**config.mk**
```make
export PLATFORM = sky130hd
export DESIGN_NAME = way_gate_ctrl
export DESIGN_NICKNAME = d
export VERILOG_FILES = /design/src/rtl/way_gate_ctrl.sv
export SDC_FILE = /design/constraint.sdc
export NUM_CORES = 1
export LEC_CHECK = 0
export ABC_AREA = 1
export BUFFER_PORTS_ARGS = -buffer_cell sky130_fd_sc_hd__buf_4
export CELL_PAD_IN_SITES_DETAIL_PLACEMENT = 0
export CELL_PAD_IN_SITES_GLOBAL_PLACEMENT = 1
export CORE_AREA = 10 10 73 100
export CTS_BUF_LIST = sky130_fd_sc_hd__clkbuf_4
export CTS_CLUSTER_DIAMETER = 50
export DETAILED_ROUTE_END_ITERATION = 10
export DIE_AREA = 0 0 83 110
export GPL_TIMING_DRIVEN = 0
export PLACE_DENSITY = 0.9
export SYNTH_ARGS = -nofsm -noshare
export SYNTH_HDL_FRONTEND = slang
export SYNTH_SLANG_ARGS = --single-unit
```
**constraint.sdc**
```tcl
create_clock -name clk -period 1.5 [get_ports clk]
set_input_delay 0.075 -clock clk [delete_from_list [all_inputs] [get_ports clk]]
set_output_delay 0.075 -clock clk [all_outputs]
set_load 0.01 [all_outputs]
```
**src/rtl/way_gate_ctrl.sv**
```systemverilog
module way_gate_ctrl #(
  parameter int NWAYS = 8,
  parameter int RW    = 8
) (
  input  logic             clk,
  input  logic             rst_n,
  input  logic [1:0]       core_req_vld,
  input  logic [5:0]       core_req_lvl,
  input  logic [7:0]       core_req_hint,
  input  logic             wake,
  input  logic             wake_core,
  input  logic             ratio_vld,
  input  logic [RW-1:0]    ratio_val,
  input  logic [RW-1:0]    shrink_thr,
  input  logic             timer_exp,
  input  logic [NWAYS-1:0] flush_done,
  output logic [NWAYS-1:0] way_en,
  output logic [NWAYS-1:0] flush_req,
  output logic [NWAYS-1:0] inval,
  output logic             deep_ok
);

  localparam logic [NWAYS-1:0] ALL = {NWAYS{1'b1}};
  localparam logic [NWAYS-1:0] TWO = {{(NWAYS-2){1'b0}}, 2'b11};
  localparam logic [2:0] LVL_DEEP = 3'd4;
  localparam logic [2:0] LVL_MAX  = 3'd5;
  localparam logic [3:0] HINT_FULL = 4'h2;

  logic [1:0][2:0]   lvl_q, lvl_d;
  logic [1:0]        prev_q, prev_d;
  logic              arm_q, arm_d;
  logic [NWAYS-1:0]  en_q, en_d, pend_q, pend_d, inval_q, ack;
  logic              full_hit, arm_ev, pkg_q, pkg_d, enter;

  function automatic logic [NWAYS-1:0] top_way(input logic [NWAYS-1:0] m);
    logic [NWAYS-1:0] r;
    r = '0;
    for (int i = 0; i < NWAYS; i++)
      if (m[i]) r = NWAYS'(1) << i;
    return r;
  endfunction

  assign pkg_q   = (lvl_q[0] >= LVL_DEEP) && (lvl_q[1] >= LVL_DEEP);
  assign deep_ok = pkg_q && (prev_q == 2'b00) && (en_q == '0);

  always_comb begin
    lvl_d    = lvl_q;
    prev_d   = prev_q;
    full_hit = 1'b0;
    arm_ev   = 1'b0;
    for (int c = 0; c < 2; c++) begin
      if (core_req_vld[c]) begin
        lvl_d[c]  = core_req_lvl[c*3 +: 3];
        prev_d[c] = (core_req_lvl[c*3 +: 3] >= LVL_DEEP) && core_req_hint[c*4];
        if (core_req_lvl[c*3 +: 3] == LVL_MAX && core_req_hint[c*4 +: 4] == HINT_FULL)
          full_hit = 1'b1;
        if (core_req_lvl[c*3 +: 3] != 3'd0 && core_req_lvl[c*3 +: 3] < LVL_DEEP)
          arm_ev = 1'b1;
      end
    end
    if (wake) begin
      lvl_d[wake_core]  = 3'd0;
      prev_d[wake_core] = 1'b0;
    end
  end

  assign pkg_d = (lvl_d[0] >= LVL_DEEP) && (lvl_d[1] >= LVL_DEEP);
  assign enter = pkg_d && !pkg_q;
  assign ack   = flush_done & pend_q;

  always_comb begin
    en_d   = en_q & ~ack;
    pend_d = pend_q & ~ack;
    if (wake && arm_q) begin
      en_d   = ALL;
      pend_d = '0;
    end else if (wake && deep_ok) begin
      en_d = en_d | TWO;
    end else if (enter && (prev_d == 2'b00) && (pend_q == '0)) begin
      pend_d = full_hit ? en_q : top_way(en_q);
    end
  end

  assign arm_d = wake ? 1'b0
               : (arm_q | arm_ev | timer_exp | (ratio_vld && (ratio_val > shrink_thr)));

  always_ff @(posedge clk or negedge rst_n) begin
    if (!rst_n) begin
      lvl_q   <= '0;
      prev_q  <= '0;
      arm_q   <= 1'b0;
      en_q    <= ALL;
      pend_q  <= '0;
      inval_q <= '0;
    end else begin
      lvl_q   <= lvl_d;
      prev_q  <= prev_d;
      arm_q   <= arm_d;
      en_q    <= en_d;
      pend_q  <= pend_d;
      inval_q <= en_d & ~en_q;
    end
  end

  assign way_en    = en_q;
  assign flush_req = pend_q;
  assign inval     = inval_q;

  // flushes are requested only on enabled ways
  assert_flush_on_enabled_R3: assert property (@(posedge clk) disable iff (!rst_n)
    (flush_req & ~way_en) == '0);

  // an enable bit clears only after an acknowledged request
  assert_clear_needs_ack_R3: assert property (@(posedge clk) disable iff (!rst_n)
    ((~way_en & $past(way_en)) & ~$past(flush_done & flush_req)) == '0);

  assert_inval_fresh_R7: assert property (@(posedge clk) disable iff (!rst_n)
    (inval != '0) |-> ((inval & $past(way_en)) == '0));

  assert_deep_no_flush_R5: assert property (@(posedge clk) disable iff (!rst_n)
    deep_ok |-> (flush_req == '0));

  assert_expand_all_R8: assert property (@(posedge clk) disable iff (!rst_n)
    (wake && arm_q) |=> (way_en == ALL && flush_req == '0));

endmodule

```
# Word level (Yosys, flattened, before mapping)
# Cells that the tools add are included.
# word_totals
regBits	33
inputBits	46
out_inout_bits	25
word_cells	92
# classes
n_lt_le_gt_ge	11
eq_ne	4
mux	33
n_bitwise	13
reduce_logical	24
# ops
operator	count
two-way mux 8 bit	12
bitwise AND 8 bit	4
>= comparator 3 bit, second input constant	6
logical AND 1 bit	17
logical NOT 8 bit	2
NOT 8 bit	2
two-way mux 1 bit	13
two-way mux 3 bit	3
== test 4 x 2 -> 1 bit, second input constant	2
greater-than comparator 8 bit	1
bitwise AND 6 bit	1
== test 3 bit, second input constant	2
< comparator 3 bit, second input constant	2
two-way mux 6 bit	1
NOT 6 bit	1
nonzero test 3 bit	2
logical NOT 2 bit	2
two-way mux 2 bit	2
demux 3 bit (select 1 bit)	1
OR 1 bit	3
bitwise AND 2 bit	1
< comparator 1 x 2 -> 1 bit, second input constant	1
NOT 2 bit	1
demux 1 bit (select 1 bit)	1
other kinds (2)	2

# Depth between registers and ports, before layout
# logic_depth
word_depth	15
depth_mapped	11
depth_no_buf	10

# Worst setup path before layout
# Ideal clock, no wire load.
# synth_path
path_kind	register to register
startpoint	reg pend_q[0] (netlist: flush_req[0])
endpoint	reg pend_q[1] (netlist: flush_req[1])
setup_ns	0.117
arrival_ns	1.221
required_time_ns	1.383
setup_slack_ns	0.163
stages_incl_launch_ff	10
n_path_buf	1
period_less_slack_ns	1.337
path_cell_list	dfrtp_1 > nor2_1 > nand2_1 > nor2_1 > nand2_1 > nor2_2 > nand2_2 > buf_6 > nor2_1 > nor2_1
# synth_via
elab_chain_cells	5
# synth_rtl
element	line_no	rtl
start, declared	32	logic [NWAYS-1:0] en_q, en_d, pend_q, pend_d, inval_q, ack;
start signal, assigned	100	pend_q <= pend_d;
logical NOT 8 bit	79	end else if (enter && (prev_d == 2'b00) && (pend_q == '0)) begin
logical AND 1 bit	79	
two-way mux 8 bit	79	
two-way mux 8 bit	77	end else if (wake && deep_ok) begin
two-way mux 8 bit	74	if (wake && arm_q) begin
net pend_d[1]	32	
# The timed path passes the listed nets, and every way through them passes these cells.

# Final worst setup path
# layout_path
startpoint	reg pend_q[0] (netlist: flush_req[0])
endpoint	reg pend_q[6] (netlist: flush_req[6])
# Same word-level chain as after synthesis.

==> metrics.log <==
INFO  metric clock_skew = 8.08 ps
INFO  metric share_of_power_burned_in_combinational_logic = 30.0%
INFO  metric ys_seq_elements = 29
INFO  metric postSynth.asyncResetShare = 100%
INFO  metric cts_num_sinks = 29
INFO  metric core = 5450 sq um
INFO  metric grt_pass1_vias = 1,922
INFO  metric report.final.setup_viol = 0
INFO  metric swShare = 31.3%
INFO  metric sequentialPowerShare = 46.6%
INFO  metric hp-start = wake_core
INFO  metric timing.max_cap.violations = 0
INFO  metric drt_pre_antenna_iters = 4
INFO  metric finalSetupTns = 0 ps
INFO  metric root_buffer_selected_by_cts = clkbuf_4
INFO  metric cp-end-kind = flip-flop
INFO  metric clk_path_buf_depth = 2
INFO  metric starting_utilization_of_the_core_area = 33.1%
INFO  metric dieWidth = 83 um
INFO  metric ctsHtreeMaxLevel = 2
INFO  metric drt_iter0_drc = 59
INFO  metric place.detailed.instances = 402
INFO  metric worst_hold_path_type = in -> reg
INFO  metric netlist_instances = 264
INFO  metric rows = 32
INFO  metric maximum_clock_frequency = 0.672 GHz
INFO  metric die_h = 110 um
INFO  metric post-dp-hpwl = 4180 um
INFO  metric vias = 1,945
INFO  metric grt_use_total = 11.3%
INFO  metric clk_pin_slew = 90 ps
INFO  metric startpoint = flush_req[0]
INFO  metric route.detailed.drc = 0
INFO  metric layout.core_utilization = 50.8%
INFO  metric synth_to_layout_area_growth = 53.3%
INFO  metric ys_warn_count = 0
INFO  metric fillerInstances = 571
INFO  metric routabilityCongestion = 0.805
INFO  metric drtAntennaViolNets = 0
INFO  metric tritoncts.num_buffers = 5
INFO  metric fin_total_pwr = 2.05 mW
INFO  metric final_min_period = 1490 ps
INFO  metric floorplan.die_area = 9130 sq um
INFO  metric path_class = reg -> reg
INFO  metric io_pins = 71
INFO  metric relSlewSlack = 71.8%
INFO  metric net-switching-power = 642 uW
INFO  metric setup.worst_path.start_class = flip-flop
INFO  metric clk-insertion-delay-late = 330 ps
INFO  metric critical_path_arrival = 1710 ps
INFO  metric timing_hold_violations_final = 0
INFO  metric synth_nets = 318
INFO  metric final_cell_count_no_fill = 433
INFO  metric footprint_of_the_multi_input_gates = 972 sq um
INFO  metric grt_remaining_overflow = 0
INFO  metric worst_ep_required_time = 1720 ps
INFO  metric post_route_cells_drive_above_1_share = 36.4%
INFO  metric yosysSeqAreaShare = 40.8%
INFO  metric final_max_slew_viol_count = 0
INFO  metric irDropWorstVdd = 545 uV
INFO  metric syn-mean-instance-area = 6.83 sq um
INFO  metric run_status = completed
INFO  metric antenna-diode-count = 0
INFO  metric p_leak = 1.61 nW
INFO  metric grt_setup_unrepaired = yes
INFO  metric synth.lib_cells_used.distinct = 26
INFO  metric num-nets-final = 418
INFO  metric synth_enable_flop_cells = 0
INFO  metric number_of_antenna_violations_at_the_first_check_in_global_routing = 0
INFO  metric cp_max_fo = 5
INFO  metric syn-cell-area = 1800 sq um
INFO  metric drt-vias-per-instance = 4.49
INFO  metric worstReg2RegStart = flush_req[0]
INFO  metric max_slew.worst_pin.slew = 422 ps
INFO  metric port-buffer-count = 70
INFO  metric seq_area = 739 sq um
INFO  metric detail_route.wl_per_cell = 12.2 um
INFO  metric power.internal = 1.41 mW
INFO  metric powerDensity = 742 nW/um^2
INFO  metric routed_wl = 5270 um
INFO  metric cts_tree = built
INFO  metric hold_ws = 57.9 ps
INFO  metric grt_pass1_wl = 8700 um
INFO  metric grt_max_degree = 30
INFO  metric p_clk_share = 23.4%
INFO  metric final_min_period_over_clock_period = 99.2%
INFO  metric synth_ff_type = dfrtp_1
==> state kept, by name (all words and copies together), names as in the netlist <==
name and cells:
arm_q 1, prev_q 2, inval 8, lvl_q 2, flush_req 8, way_en 8
==> final timing paths <==
kind                                 to  slack, ps  depth (start not counted)
setup / recovery           flush_req[6]         10                          9
hold / removal                 lvl_q[2]         60                          3
setup reg to reg           flush_req[6]         10                          9
hold reg to reg               way_en[3]        510                          2
max in group asynchronous     way_en[4]        970                          2
min in group asynchronous      inval[0]        210                          2
==> stage by stage <==
stage	worst slack [ps]	cell area, sq um
floorplan	163	1800
global placement	3.29	2410
detailed placement	-21.6	2410
CTS	4.11	2620
global route	-114	2770
finish	11.8	2770
==> cell usage after synthesis, drive strengths merged, types with 2 or more instances <==
cell type,number,share of area (%)
dfstp,8,12
nand3,17,4.7
inv,44,9.2
nand2,89,19
dfrtp,21,29
nand3b,4,1.7
nor2,47,10
ha,8,5.5
nor3,3,0.83
a21oi,8,2.8
buf,2,0.90
or2,2,0.69
o21ai,4,1.1
==> power by group through the flow <==
stage	Sequential, mW	Clock [mW]	Combinational, mW
2_1_floorplan	0.976	0	0.237
3_3_place_gp	0.969	0	0.514
3_5_place_dp	0.971	0	0.523
4_1_cts	0.960	0.490	0.566
5_1_grt	0.968	0.522	0.698
6_report	0.957	0.481	0.615
==> area by class of cell <==
| type | count | area share, % |
|---|---|---|
| sequential | 29 | 26.7 |
| tap | 68 | 3.08 |
| clock inverter | 1 | 0.136 |
| buffer | 3 | 0.724 |
| inverter | 45 | 6.11 |
| clock buffer | 7 | 1.90 |
| multi-input combinational | 187 | 35.1 |
| timing repair buffer | 93 | 26.2 |
==> critical path, stage by stage (launching register included) <==
cell,delay (ps)
dfrtp_1,440
nor2_4,140
nand2_1,70
nor2_2,100
nand2_1,70
nor2_2,130
nand2_2,120
buf_6,160
nor2_1,90
nor2_1,50
==> logic make-up (layout without fill, tap and decap cells) <==
family	count (synthesis)	count (layout)	share of synthesized area, %
AOI/OAI and AO/OA	15	15	5.20
adders and majority gates	8	8	5.55
buffers and inverters	48	149	10.5
DFF	29	29	40.8
and+or+nand+nor	164	164	38.0
==> per-layer routing <==
layer / global-route usage, % / vias to the layer above / wire (um)
met2: 20.7 / 52 / 2760
li1: - / 1001 / -
met4: 3.29 / 0 / 65
met1: 12.8 / 885 / 2190
met3: 2.86 / 7 / 249
met5: 0 / - / 0
==> placed cells by master (no fill, tap or decap), types with 2 or more instances in the layout <==
cell type / n
nor2_4: 5
nor3_1: 3
nor2_2: 8
dlygate4sd3_1: 9
clkbuf_4: 7
nand2_2: 9
nand3_1: 16
dfstp_2: 8
buf_4: 83
nand3b_1: 4
inv_1: 42
nor2_1: 34
clkinv_1: 2
or2_4: 2
a21oi_1: 7
dfrtp_2: 3
inv_2: 2
o21ai_0: 4
dfrtp_1: 18
buf_6: 2
ha_1: 8
nand2_1: 80
==> timing repair <==
item | in CTS | in global routing
hold buffers | 9 | 0
pin swaps | 2 | 9
cloned | 0 | 1
setup buffers | 2 | 11
endpoints found under the setup margin | 8 | 8
hold endpoints to repair | 37 | 0
resized for setup | 10 | 21
Power figures use the tool's default switching activity.
